[config.mk]
export PLATFORM = sky130hd
export DESIGN_NAME = hdlc_txpool_ctrl
export DESIGN_NICKNAME = d
export VERILOG_FILES = /design/src/rtl/hdlc_txpool_pkg.sv /design/src/rtl/txpool_store.sv /design/src/rtl/txpool_fill.sv /design/src/rtl/txpool_drain.sv /design/src/rtl/hdlc_txpool_ctrl.sv
export SDC_FILE = /design/constraint.sdc
export NUM_CORES = 1
export LEC_CHECK = 0
export ABC_AREA = 1
export BUFFER_PORTS_ARGS = -buffer_cell sky130_fd_sc_hd__buf_2
export CORE_MARGIN = 5
export CORE_UTILIZATION = 52
export CTS_BUF_LIST = sky130_fd_sc_hd__clkbuf_4
export DETAILED_ROUTE_END_ITERATION = 16
export PLACE_DENSITY = 0.68
export SYNTH_ARGS = -nofsm -noshare
export SYNTH_HDL_FRONTEND = slang
export SYNTH_SLANG_ARGS = --single-unit
export TNS_END_PERCENT = 100
[constraint.sdc]
create_clock -name clk -period 2.55 [get_ports clk]
set_clock_uncertainty 0.15 [all_clocks]
set_input_delay 0 -clock clk [delete_from_list [all_inputs] [get_ports clk]]
set_output_delay 0 -clock clk [all_outputs]
set_load 0.05 [all_outputs]
[src/rtl/hdlc_txpool_pkg.sv]
package hdlc_txpool_pkg;

    typedef enum logic [1:0] {
        KIND_NONE   = 2'b00,
        KIND_TRANSP = 2'b01,
        KIND_PREP   = 2'b10,
        KIND_DIRECT = 2'b11
    } tx_kind_e;

    localparam int unsigned NUM_POOLS = 2;

    // A command is usable when its kind is defined and the pool is not empty.
    function automatic logic cmd_usable(input tx_kind_e kind, input logic nonempty);
        return (kind != KIND_NONE) && nonempty;
    endfunction

endpackage

[src/rtl/txpool_store.sv]
module txpool_store #(
    parameter int unsigned POOL_BYTES = 32,
    parameter int unsigned DATA_W     = 8,
    localparam int unsigned IDX_W     = $clog2(POOL_BYTES)
) (
    input  logic              clk,
    input  logic              we,
    input  logic              wsel,
    input  logic [IDX_W-1:0]  waddr,
    input  logic [DATA_W-1:0] wdata,
    input  logic              rsel,
    input  logic [IDX_W-1:0]  raddr,
    output logic [DATA_W-1:0] rdata
);
    import hdlc_txpool_pkg::*;

    logic [DATA_W-1:0] mem [NUM_POOLS][POOL_BYTES];

    for (genvar p = 0; p < NUM_POOLS; p++) begin : g_pool
        always_ff @(posedge clk) begin
            if (we && (wsel == 1'(p))) begin
                mem[p][waddr] <= wdata;
            end
        end
    end

    assign rdata = mem[rsel][raddr];

endmodule

[src/rtl/txpool_fill.sv]
module txpool_fill #(
    parameter int unsigned POOL_BYTES = 32,
    parameter int unsigned DATA_W     = 8,
    localparam int unsigned IDX_W     = $clog2(POOL_BYTES),
    localparam int unsigned CNT_W     = $clog2(POOL_BYTES + 1)
) (
    input  logic                      clk,
    input  logic                      rst,
    input  logic                      wr_en,
    input  logic [DATA_W-1:0]         wr_data,
    input  logic                      cmd_valid,
    input  logic [1:0]                cmd_kind,
    input  logic                      cmd_eom,
    input  logic [1:0]                busy,
    output logic                      we,
    output logic                      wsel,
    output logic [IDX_W-1:0]          waddr,
    output logic [DATA_W-1:0]         wdata,
    output logic                      commit,
    output logic                      commit_sel,
    output logic [CNT_W-1:0]          commit_cnt,
    output hdlc_txpool_pkg::tx_kind_e commit_kind,
    output logic                      commit_eom,
    output logic                      wr_ok,
    output logic                      cmd_bad
);
    import hdlc_txpool_pkg::*;

    logic             fill_sel;
    logic [CNT_W-1:0] wcount;
    logic             pool_free;

    assign pool_free   = !busy[fill_sel];
    assign wr_ok       = pool_free && (wcount < CNT_W'(POOL_BYTES));
    assign we          = wr_en && !cmd_valid && wr_ok;
    assign wsel        = fill_sel;
    assign waddr       = wcount[IDX_W-1:0];
    assign wdata       = wr_data;

    assign commit_kind = tx_kind_e'(cmd_kind);
    assign commit_eom  = cmd_eom;
    assign commit_cnt  = wcount;
    assign commit_sel  = fill_sel;
    assign commit      = cmd_valid && pool_free && cmd_usable(commit_kind, wcount != '0);
    assign cmd_bad     = cmd_valid && !commit;

    always_ff @(posedge clk) begin
        if (rst) begin
            fill_sel <= 1'b0;
            wcount   <= '0;
        end else if (commit) begin
            fill_sel <= ~fill_sel;
            wcount   <= '0;
        end else if (we) begin
            wcount   <= wcount + 1'b1;
        end
    end

endmodule

[src/rtl/txpool_drain.sv]
module txpool_drain #(
    parameter int unsigned POOL_BYTES = 32,
    parameter int unsigned DATA_W     = 8,
    localparam int unsigned IDX_W     = $clog2(POOL_BYTES),
    localparam int unsigned CNT_W     = $clog2(POOL_BYTES + 1)
) (
    input  logic                      clk,
    input  logic                      rst,
    input  logic                      commit,
    input  logic                      commit_sel,
    input  logic [CNT_W-1:0]          commit_cnt,
    input  hdlc_txpool_pkg::tx_kind_e commit_kind,
    input  logic                      commit_eom,
    input  logic                      tx_ready,
    input  logic [DATA_W-1:0]         rdata,
    output logic [1:0]                busy,
    output logic                      rsel,
    output logic [IDX_W-1:0]          raddr,
    output logic                      tx_valid,
    output logic [DATA_W-1:0]         tx_data,
    output hdlc_txpool_pkg::tx_kind_e tx_kind,
    output logic                      tx_last,
    output logic                      release_pool
);
    import hdlc_txpool_pkg::*;

    logic [CNT_W-1:0] cnt_q  [NUM_POOLS];
    tx_kind_e         kind_q [NUM_POOLS];
    logic [1:0]       eom_q;
    logic             send_sel;
    logic [IDX_W-1:0] rd_idx;
    logic             at_end;

    assign rsel         = send_sel;
    assign raddr        = rd_idx;
    assign tx_valid     = busy[send_sel];
    assign tx_data      = rdata;
    assign tx_kind      = kind_q[send_sel];
    assign at_end       = (CNT_W'(rd_idx) + 1'b1) == cnt_q[send_sel];
    assign tx_last      = tx_valid && at_end && eom_q[send_sel];
    assign release_pool = tx_valid && tx_ready && at_end;

    for (genvar p = 0; p < NUM_POOLS; p++) begin : g_desc
        always_ff @(posedge clk) begin
            if (rst) begin
                busy[p]   <= 1'b0;
                cnt_q[p]  <= '0;
                kind_q[p] <= KIND_NONE;
                eom_q[p]  <= 1'b0;
            end else if (commit && (commit_sel == 1'(p))) begin
                busy[p]   <= 1'b1;
                cnt_q[p]  <= commit_cnt;
                kind_q[p] <= commit_kind;
                eom_q[p]  <= commit_eom;
            end else if (release_pool && (send_sel == 1'(p))) begin
                busy[p]   <= 1'b0;
            end
        end
    end

    always_ff @(posedge clk) begin
        if (rst) begin
            send_sel <= 1'b0;
            rd_idx   <= '0;
        end else if (release_pool) begin
            send_sel <= ~send_sel;
            rd_idx   <= '0;
        end else if (tx_valid && tx_ready) begin
            rd_idx   <= rd_idx + 1'b1;
        end
    end

endmodule

[src/rtl/hdlc_txpool_ctrl.sv]
module hdlc_txpool_ctrl #(
    parameter int unsigned POOL_BYTES = 32,
    parameter int unsigned DATA_W     = 8
) (
    input  logic              clk,
    input  logic              rst,
    input  logic              wr_en,
    input  logic [DATA_W-1:0] wr_data,
    input  logic              cmd_valid,
    input  logic [1:0]        cmd_kind,
    input  logic              cmd_eom,
    input  logic              irq_rd,
    input  logic              tx_ready,
    output logic              wr_ok,
    output logic              pool_irq,
    output logic              cmd_err,
    output logic              tx_valid,
    output logic [DATA_W-1:0] tx_data,
    output logic [1:0]        tx_kind,
    output logic              tx_last
);
    import hdlc_txpool_pkg::*;

    localparam int unsigned IDX_W = $clog2(POOL_BYTES);
    localparam int unsigned CNT_W = $clog2(POOL_BYTES + 1);

    logic              we, wsel, rsel;
    logic [IDX_W-1:0]  waddr, raddr;
    logic [DATA_W-1:0] wdata, rdata;
    logic              commit, commit_sel, commit_eom, cmd_bad, release_pool;
    logic [CNT_W-1:0]  commit_cnt;
    tx_kind_e          commit_kind, kind_out;
    logic [1:0]        busy;

    txpool_fill #(.POOL_BYTES(POOL_BYTES), .DATA_W(DATA_W)) u_fill (
        .clk(clk), .rst(rst),
        .wr_en(wr_en), .wr_data(wr_data),
        .cmd_valid(cmd_valid), .cmd_kind(cmd_kind), .cmd_eom(cmd_eom),
        .busy(busy),
        .we(we), .wsel(wsel), .waddr(waddr), .wdata(wdata),
        .commit(commit), .commit_sel(commit_sel), .commit_cnt(commit_cnt),
        .commit_kind(commit_kind), .commit_eom(commit_eom),
        .wr_ok(wr_ok), .cmd_bad(cmd_bad)
    );

    txpool_store #(.POOL_BYTES(POOL_BYTES), .DATA_W(DATA_W)) u_store (
        .clk(clk),
        .we(we), .wsel(wsel), .waddr(waddr), .wdata(wdata),
        .rsel(rsel), .raddr(raddr), .rdata(rdata)
    );

    txpool_drain #(.POOL_BYTES(POOL_BYTES), .DATA_W(DATA_W)) u_drain (
        .clk(clk), .rst(rst),
        .commit(commit), .commit_sel(commit_sel), .commit_cnt(commit_cnt),
        .commit_kind(commit_kind), .commit_eom(commit_eom),
        .tx_ready(tx_ready), .rdata(rdata),
        .busy(busy), .rsel(rsel), .raddr(raddr),
        .tx_valid(tx_valid), .tx_data(tx_data), .tx_kind(kind_out),
        .tx_last(tx_last), .release_pool(release_pool)
    );

    assign tx_kind = kind_out;

    always_ff @(posedge clk) begin
        if (rst) begin
            pool_irq <= 1'b0;
            cmd_err  <= 1'b0;
        end else begin
            if (release_pool) begin
                pool_irq <= 1'b1;
            end else if (irq_rd) begin
                pool_irq <= 1'b0;
            end
            if (cmd_bad) begin
                cmd_err <= 1'b1;
            end
        end
    end

endmodule

Word level (Yosys, flattened, before mapping)
Memory sizes are Yosys's and may differ from the RTL's. A register that Yosys moved wholly into a read port is not among the register bits.
Cells that the tools add are included.
{ "word_totals": {"ff_bits": 19, "wordCells": 102, "inputBits": 17, "mem_bits_rw": 528, "out_inout_bits": 15, "mem_count": 3} }
{ "classes": {"n_eq_ne": 1, "n_lt_le_gt_ge": 6, "n_reduce_logical": 29, "bitwise_logic": 8, "addsub": 3, "mux": 42} }
{ "memory_table": {"columns": ["name", "depth", "width", "rd", "rd_ports_with_merged_regs", "wr", "line_no", "source"], "rows": [
  ["u_store.mem", 2, 256, 1, 1, 1, "txpool_store.sv:17", "logic [DATA_W-1:0] mem [NUM_POOLS][POOL_BYTES];"],
  ["u_drain.cnt_q", 2, 6, 1, 1, 2, "txpool_drain.sv:27", "logic [CNT_W-1:0] cnt_q [NUM_POOLS];"],
  ["u_drain.kind_q", 2, 2, 1, 1, 2, "txpool_drain.sv:28", "tx_kind_e kind_q [NUM_POOLS];"]
]} }
{ "op_table": {"columns": ["cell", "n"], "rows": [
  ["256-bit two-way mux", 4],
  ["256-bit OR reduction", 1],
  ["8-bit binary-select mux with 5-bit select", 1],
  ["8-bit demux with 5-bit select", 1],
  ["1-bit two-way mux", 29],
  ["8-bit two-way mux", 3],
  ["1-bit logical AND", 18],
  ["6-bit greater-or-equal comparator (second input constant)", 2],
  ["6-bit two-way mux", 2],
  ["5-bit inverter with 6-bit output", 2],
  ["2-bit nonzero test", 4],
  ["5-bit by 1-bit adder with 6-bit output (second input constant)", 1],
  ["6-bit by 1-bit adder with 6-bit output (second input constant)", 1],
  ["6-bit equality test", 1],
  ["6-bit by 1-bit less-than comparator with 1-bit output (second input constant)", 1],
  ["6-bit less-than comparator (second input constant)", 1],
  ["6-bit nonzero test", 1],
  ["5-bit by 1-bit adder with 5-bit output (second input constant)", 1],
  ["1-bit by 2-bit less-than comparator with 1-bit output (second input constant)", 2],
  ["2-bit two-way mux", 2],
  ["1-bit OR", 4],
  ["2-bit OR reduction", 2],
  ["1-bit zero test", 3],
  ["1-bit inverter", 2]
]} }

Depth between registers and ports, before layout
Gate-level depths: netlist (run 1).
{ "logic_depth": {"ltp_word": 10, "depth_mapped": 13, "depth_no_buf": 12} }

By module
A second synthesis (run 1) with hierarchy kept.
{ "unflattened": {"hier_cells": 2120, "hier_area_um2": 23364.9} }
{ "modules_own_cells": {"columns": ["module", "seq_area_each_um2", "area_per_inst_um2", "n_inst", "cells_each"], "rows": [
  ["txpool_store", 15374.7, 21180.3, 1, 1823],
  ["txpool_drain", 700.7, 1507.7, 1, 200],
  ["txpool_fill", 140.1, 609.3, 1, 89],
  ["hdlc_txpool_ctrl", 40.0, 67.6, 1, 8]
]} }

Worst setup path after synthesis (run 1)
Ideal clock, no wire load.
{ "synth_path": {"path_kind": "reg2reg", "from": "reg u_fill.fill_sel (netlist: u_fill.commit_sel)", "to": "mem u_store.mem[1][232] (netlist bit), enable pin", "period_less_slack_ps": 2341, "path_stages_with_launch": 10, "setup_slack_ps": 209, "setup_ps": 370, "t_required_ps": 2030, "n_path_buf": 1, "arrival_time_ps": 1821, "path_cell_list": "dfxtp_1 -> inv_2 -> nand2_1 -> nand2_2 -> nor2_4 -> nand3_4 -> inv_2 -> nand2_4 -> buf_6 -> nor2_1"} }
{ "synth_via": {"elab_chain_cells": 10, "elab_cells_between_ends": 15, "cone_classes": "mux: 8; bitwise: 1; reduce/logical: 6"} }
{ "synth_rtl": {"columns": ["element", "line_no", "source"], "rows": [
  ["start, declared", "txpool_fill.sv:29", "logic fill_sel;"],
  ["start signal, assigned", "txpool_fill.sv:52", "fill_sel <= ~fill_sel;"],
  ["1-bit two-way mux (not written as such) (*) (2 in series)", "txpool_fill.sv:33", "assign pool_free = !busy[fill_sel];"],
  ["1-bit zero test (*)", "txpool_fill.sv:33", null],
  ["1-bit logical AND (*)", "txpool_fill.sv:34", "assign wr_ok = pool_free && (wcount < CNT_W'(POOL_BYTES));"],
  ["via wr_ok", "hdlc_txpool_ctrl.sv:14", "output logic wr_ok,"],
  ["1-bit logical AND (*)", "txpool_fill.sv:35", "assign we = wr_en && !cmd_valid && wr_ok;"],
  ["1-bit logical AND", "txpool_store.sv:21", "if (we && (wsel == 1'(p))) begin"],
  ["1-bit two-way mux", "txpool_store.sv:21", null],
  ["256-bit two-way mux (not written as such)", "txpool_store.sv:22", "mem[p][waddr] <= wdata;"],
  ["256-bit OR reduction (no source line)", null, null],
  ["1-bit two-way mux (no source line) / 256-bit two-way mux (equally long branches)", null, null],
  ["end, declared", "txpool_store.sv:17", null]
]} }
Mark *: on every way through the listed nets, which the timed path passes. The rest lies on a longest branch. The select of a mux whose other input is x is not followed.

==> impl_metrics.yaml, run 1 <==
worst_setup_path:
  critical_path_class: "reg -> out"
  regToRegSetupSlack_ns: 0.11
  worstPathMaxFanout: 6
  critical_path_required_ns: 2.40
  end_kind: "output pin"
  rr_worst_depth: 10
  cp-start-kind: "flip-flop"
  crit_arrival_ns: 2.86
timing:
  drv_slew: 0
  hold_slack_ns: 0.0412
  setup_tns_ns: -3.38
  finalCriticalPeriod_ns: 3.01
  tightestPinTransition_ns: 0.756
  finalWorstSetupSlack_ns: -0.457
  final_hold_viol_count: 0
  finalCritPeriodShare_pct: 118
  relSlewSlack_pct: 49.6
  rsz0062_at_grt: "yes"
  max_freq_mhz: 333
  setup_viol: 9
logic_synthesis:
  synth_edf_count: 528
  yosys.area.top_type: "edfxtp_1"
  yosys_warnings: 0
  ys.flop_type: "edfxtp_1"
  synth_cell_type_count: 33
  synthTopCellsByCount: "nand2_1, edfxtp_1, nand3_1"
  syn_area_per_cell_um2: 11.1
  ys_seq_area_share_pct: 71.1
  synth.area.top_cells: "edfxtp_1, nand2_1, nand3_1"
  ys_ff_latch: 548
  post-synth-top-count-cell: "nand2_1"
  syn-instance-count: 2063
  async_flop_share_pct: 0
  syn_nets: 2087
  synth_top_area_share_pct: 69.4
  synthesis.area_um2: 22800
clock_network:
  clk_pin_slew_ns: 0.07
  max-clock-path-buffers: 3
  cts_root_buf: "clkbuf_4"
  cts_tree: "done"
  cts_buffers: 136
  clkLatencyLatePin_ns: 0.87
  htree_levels: 4
  clock-sinks: 548
run:
  cap_violations: 0
global_route:
  antenna_found_initial: 2
  grt_pass1_wl_um: 94900
  grt_start_max_net_pins: 65
  grt_pass1_vias: 16631
  grt_usage_pct: 26.2
  grt_overflow: 0
status:
  violations: "setup timing"
  outcome: "finished, violations left"
power:
  power.density_nw_per_um2: 634
  ir_drop_uv: 487
  power.total_mw: 17.8
  p_leak_nw: 10.8
die:
  io_pins: 32
  die_w_um: 220
  die_h_um: 220
  row_count: 76
  fp.dieArea_um2: 48200
  initial_utilization_pct: 52.8
  core_um2: 43300
route:
  drt-initial-drc-count: 2143
  drt-total-wl_um: 65900
  post-route-drc-count: 0
  firstDrtPassIters: 5
  viasPerCell: 5.70
  ant_nets: 0
  routedWlPerCell_um: 22.0
  route.vias.total: 17029
cells_and_area:
  final_core_util_pct: 65.0
  drive_gt1_share_pct: 24.1
  fin_nets: 2345
  fillerInstances: 3161
  instances_no_fill: 2990
  synthToLayoutAreaGrowth_pct: 23.1
placed_design:
  io_buffer_count: 31
  dp_hpwl_um: 35100
  dp.cells: 2687
  place.gp.congestion: 0.930
min_path:
  worstHoldPathType: "in -> reg"
  hold_path_depth: 2
==> path summary, 6_finish.rpt <==
path,end,startpoint
min reg2reg,cmd_err,cmd_err
max reg2reg,u_store.mem[1][202],u_fill.commit_sel
max,tx_data[6],flip-flop
min,u_store.mem[0][44],wr_data[4]
==> worst max-delay path: stages, from the launching register on <==
cell	delay (ns)
dfxtp_4	0.38
buf_12	0.16
buf_12	0.17
buf_16	0.14
nand2_1	0.06
nand3_1	0.10
nand3_1	0.14
o211ai_1	0.15
nand3_1	0.17
nand2_1	0.14
nand2_1	0.07
nand2_2	0.13
buf_8	0.16
==> per-stage QoR <==
step | area [µm²] | worst slack [ns]
finish | 28100 | -0.457
global route | 28100 | -0.518
CTS | 27000 | -0.373
detailed placement | 24300 | 0.256
global placement | 24300 | 0.290
floorplan | 22800 | 0.209
==> logic make-up after synthesis <==
kind of cell | Yosys count | share of synthesized area, %
flops | 548 | 71.1
fa+ha+maj | 7 | 0.383
buf+inv | 155 | 3.39
compound gates | 105 | 2.54
simple gates | 1248 | 22.5
==> routing by layer <==
layer	wire (µm)	up-vias	global-route usage, %
li1	-	7672	-
met1	25000	8140	34.5
met2	31700	1021	42.2
met3	6630	196	5.98
met4	2600	0	11.3
met5	0	-	0
==> power by group <==
part           internal (mW)  switching, mW  leakage [nW]
registers               9.89         0.0229          4.93
logic                  0.256          0.643          4.89
clock network           3.63           3.39         0.964
==> state kept, by name (all words and copies together), names as in the netlist, named ones only <==
name and flops:
u_drain.busy 2, u_drain.raddr 5, u_fill.commit_sel 1, cmd_err 1, u_drain.rsel 1, u_drain.eom_q 2, u_store.mem 512, u_drain.cnt_q 12
pool_irq 1, u_fill.commit_cnt 6, u_drain.kind_q 4
==> area by class of cell <==
cell class | instances | area, µm² | share of cell area, %
clock inverter | 28 | 164 | 0.583
tap | 585 | 732 | 2.60
inverter | 39 | 175 | 0.623
timing repair buffer | 235 | 2920 | 10.4
timing repair inverter | 1 | 8.76 | 0.0311
multi-input combinational | 1360 | 6420 | 22.8
antenna | 2 | 5.00 | 0.0178
sequential | 548 | 16300 | 57.8
clock buffer | 192 | 1440 | 5.12
==> cell usage in the layout (no fill, tap or decap), drive strengths merged <==
cell type	count
a211oi	1
clkinvlp	1
edfxtp	528
o211ai	8
o22ai	1
ha	7
clkbuf	212
nand2	839
nor2	105
inv	41
dlygate4sd3	28
nand4	4
nand3b	1
o21ai	12
a21oi	75
buf	185
clkinv	24
nor3	3
bufinv	2
dfxtp	20
diode	2
nor3b	1
bufbuf	2
a21boi	8
nand3	295
==> what timing repair did <==
action	CTS	global route
pin swaps	11	65
hold endpoints to repair	713	0
hold buffers	29	0
gates cloned	13	21
endpoints found under the setup margin	9	11
buffers inserted	11	10
resized for setup	80	142
No activity file was read; power rests on OpenSTA's default activity.
==> run 2, diff against run 1 <==
- clock period: 2.55 -> 3.8 ns (I/O delays scaled with it)
==> run 2 against run 1 <==
The run now ends clean. Clock-buffer cell count rose by 18. Wire length is 9.4% lower. First-iteration DRC count is 22% lower. Critical path depth shrank 3. Final cell count down 4.1%. Sequential share of layout area grew 5.8 points. Global-route usage shrank 1.1 points. Critical path type unchanged.
==> impl_metrics.yaml, run 2 (same netlist as run 1, synthesis figures left out) <==
status:
  outcome: "complete, no violations"
timing:
  relSlewSlack_pct: 31.9
  max_freq_mhz: 278
  setup_tns_ns: 0
  rsz0062_at_grt: "no"
  final_hold_viol_count: 0
  tightestPinTransition_ns: 1.02
  setup_viol: 0
  drv_slew: 0
  finalCritPeriodShare_pct: 94.7
  finalCriticalPeriod_ns: 3.60
clock_network:
  clk_pin_slew_ns: 0.06
  post-cts-setup-buffers: 0
  cts_tree: "done"
  cts_buffers: 140
  htree_levels: 4
  cts_root_buf: "clkbuf_4"
  max-clock-path-buffers: 3
  clkLatencyLatePin_ns: 0.85
  clock-sinks: 548
route:
  drt-initial-drc-count: 1671
  viasPerCell: 5.59
  route.vias.total: 16009
  drt-total-wl_um: 59700
  routedWlPerCell_um: 20.8
  post-route-drc-count: 0
  ant_nets: 0
  firstDrtPassIters: 5
cells_and_area:
  drive_gt1_share_pct: 13.6
  synthToLayoutAreaGrowth_pct: 11.8
  layout_common_cells: "nand2_1, edfxtp_1, nand3_1"
  final_common_cell: "nand2_1"
  fillerInstances: 3549
  top_register: "u_store.mem"
  largest_reg_flops: 512
  instances_no_fill: 2866
  fin_nets: 2202
min_path:
  worstHoldPathType: "in -> reg"
  hold_path_depth: 2
power:
  power.density_nw_per_um2: 481
  p_leak_nw: 9.53
  ir_drop_uv: 314
global_route:
  grt_overflow: 0
  grt_pass1_wl_um: 91400
  antenna_found_initial: 1
  grt_usage_pct: 25.0
  grt_pass1_vias: 15586
  grt_start_max_net_pins: 114
worst_setup_path:
  crit_arrival_ns: 3.45
  critical_path_class: "reg -> out"
  rr_worst_depth: 8
  worstPathMaxFanout: 33
  cp-start-kind: "flip-flop"
  critical_path_required_ns: 3.65
  end_kind: "output pin"
placed_design:
  dp.cells: 2595
  place.gp.congestion: 0.899
  io_buffer_count: 31
  dp_hpwl_um: 35400
die:
  die_h_um: 220
  core_um2: 43300
  io_pins: 32
  die_w_um: 220
  row_count: 76
  initial_utilization_pct: 52.8
  fp.dieArea_um2: 48200
run:
  cap_violations: 0
[run 2: cell types whose count changed in the layout (fill, tap and decap cells not counted), moves of 20 or more]
cell	previous run	this run
buf_4	103	25
nand3_1	228	293
nand3_2	65	1
nand2_1	793	832
a21oi_1	40	75
a21oi_2	35	0
nand2_2	40	5
clkbuf_16	20	0
[run 2: area by class of cell]
class | instances | area (µm²) | area share, %
Antenna cell | 1 | 2.50 | 0.00980
Multi-Input combinational cell | 1360 | 5820 | 22.8
Clock buffer | 210 | 1580 | 6.17
Clock inverter | 34 | 248 | 0.970
Tap cell | 585 | 732 | 2.87
Inverter | 39 | 156 | 0.612
Timing Repair Buffer | 89 | 743 | 2.91
Sequential cell | 548 | 16300 | 63.7
[run 2: critical path, cell delays in order, from the launching register on]
cell	delay, ns
dfxtp_2	0.41
nor2_4	0.73
buf_4	0.49
a21oi_1	0.15
nand3_1	0.12
nand3_1	0.07
nand2_1	0.09
nand2_1	0.07
nand2_1	0.15
buf_2	0.29
[run 2: repair_timing]
item,in CTS,in global routing
hold endpoints to repair,535,0
hold buffers,26,0
endpoints found under the setup margin,0,5
resized for setup,0,3
[run 2: final timing paths]
path | start | to | slack, ns
min | wr_data[4] | u_store.mem[1][44] | 0.11
min reg2reg | cmd_err | cmd_err | 0.32
max | u_drain.raddr[0] | tx_data[7] | 0.20
max reg2reg | u_fill.commit_cnt[0] | u_drain.eom_q[0] | 0.91
[run 2: through the flow]
stage	worst slack, ns	util, %	cell area [µm²]	hold WS [ns]	power [mW]
2_1_floorplan	1.46	-	22800	-0.0809	7.01
3_3_place_gp	0.887	54.2	23400	0.0453	7.24
3_5_place_dp	0.849	54.2	23400	0.0463	7.25
4_1_cts	0.0956	59.0	25500	0.0363	12.3
5_1_grt	0.0205	59.0	25500	0.0617	12.7
6_report	0.202	59.0	25500	0.111	12.3
[run 2: layer usage]
layer,vias to the layer above,global-route usage (%),wire length (µm),part of all wire [%]
met5,-,0,0,0
met4,0,8.86,1610,2.7
met3,119,4.75,4630,7.8
met2,733,40.4,28900,48
met1,7767,34.5,24600,41
li1,7390,-,-,-
[run 2: power breakdown]
part	internal [mW]	total [mW]	switching, mW
Sequential	6.64	6.65	0.0129
Combinational	0.106	0.490	0.384
Clock	2.79	5.13	2.34
Total	9.54	12.3	2.74
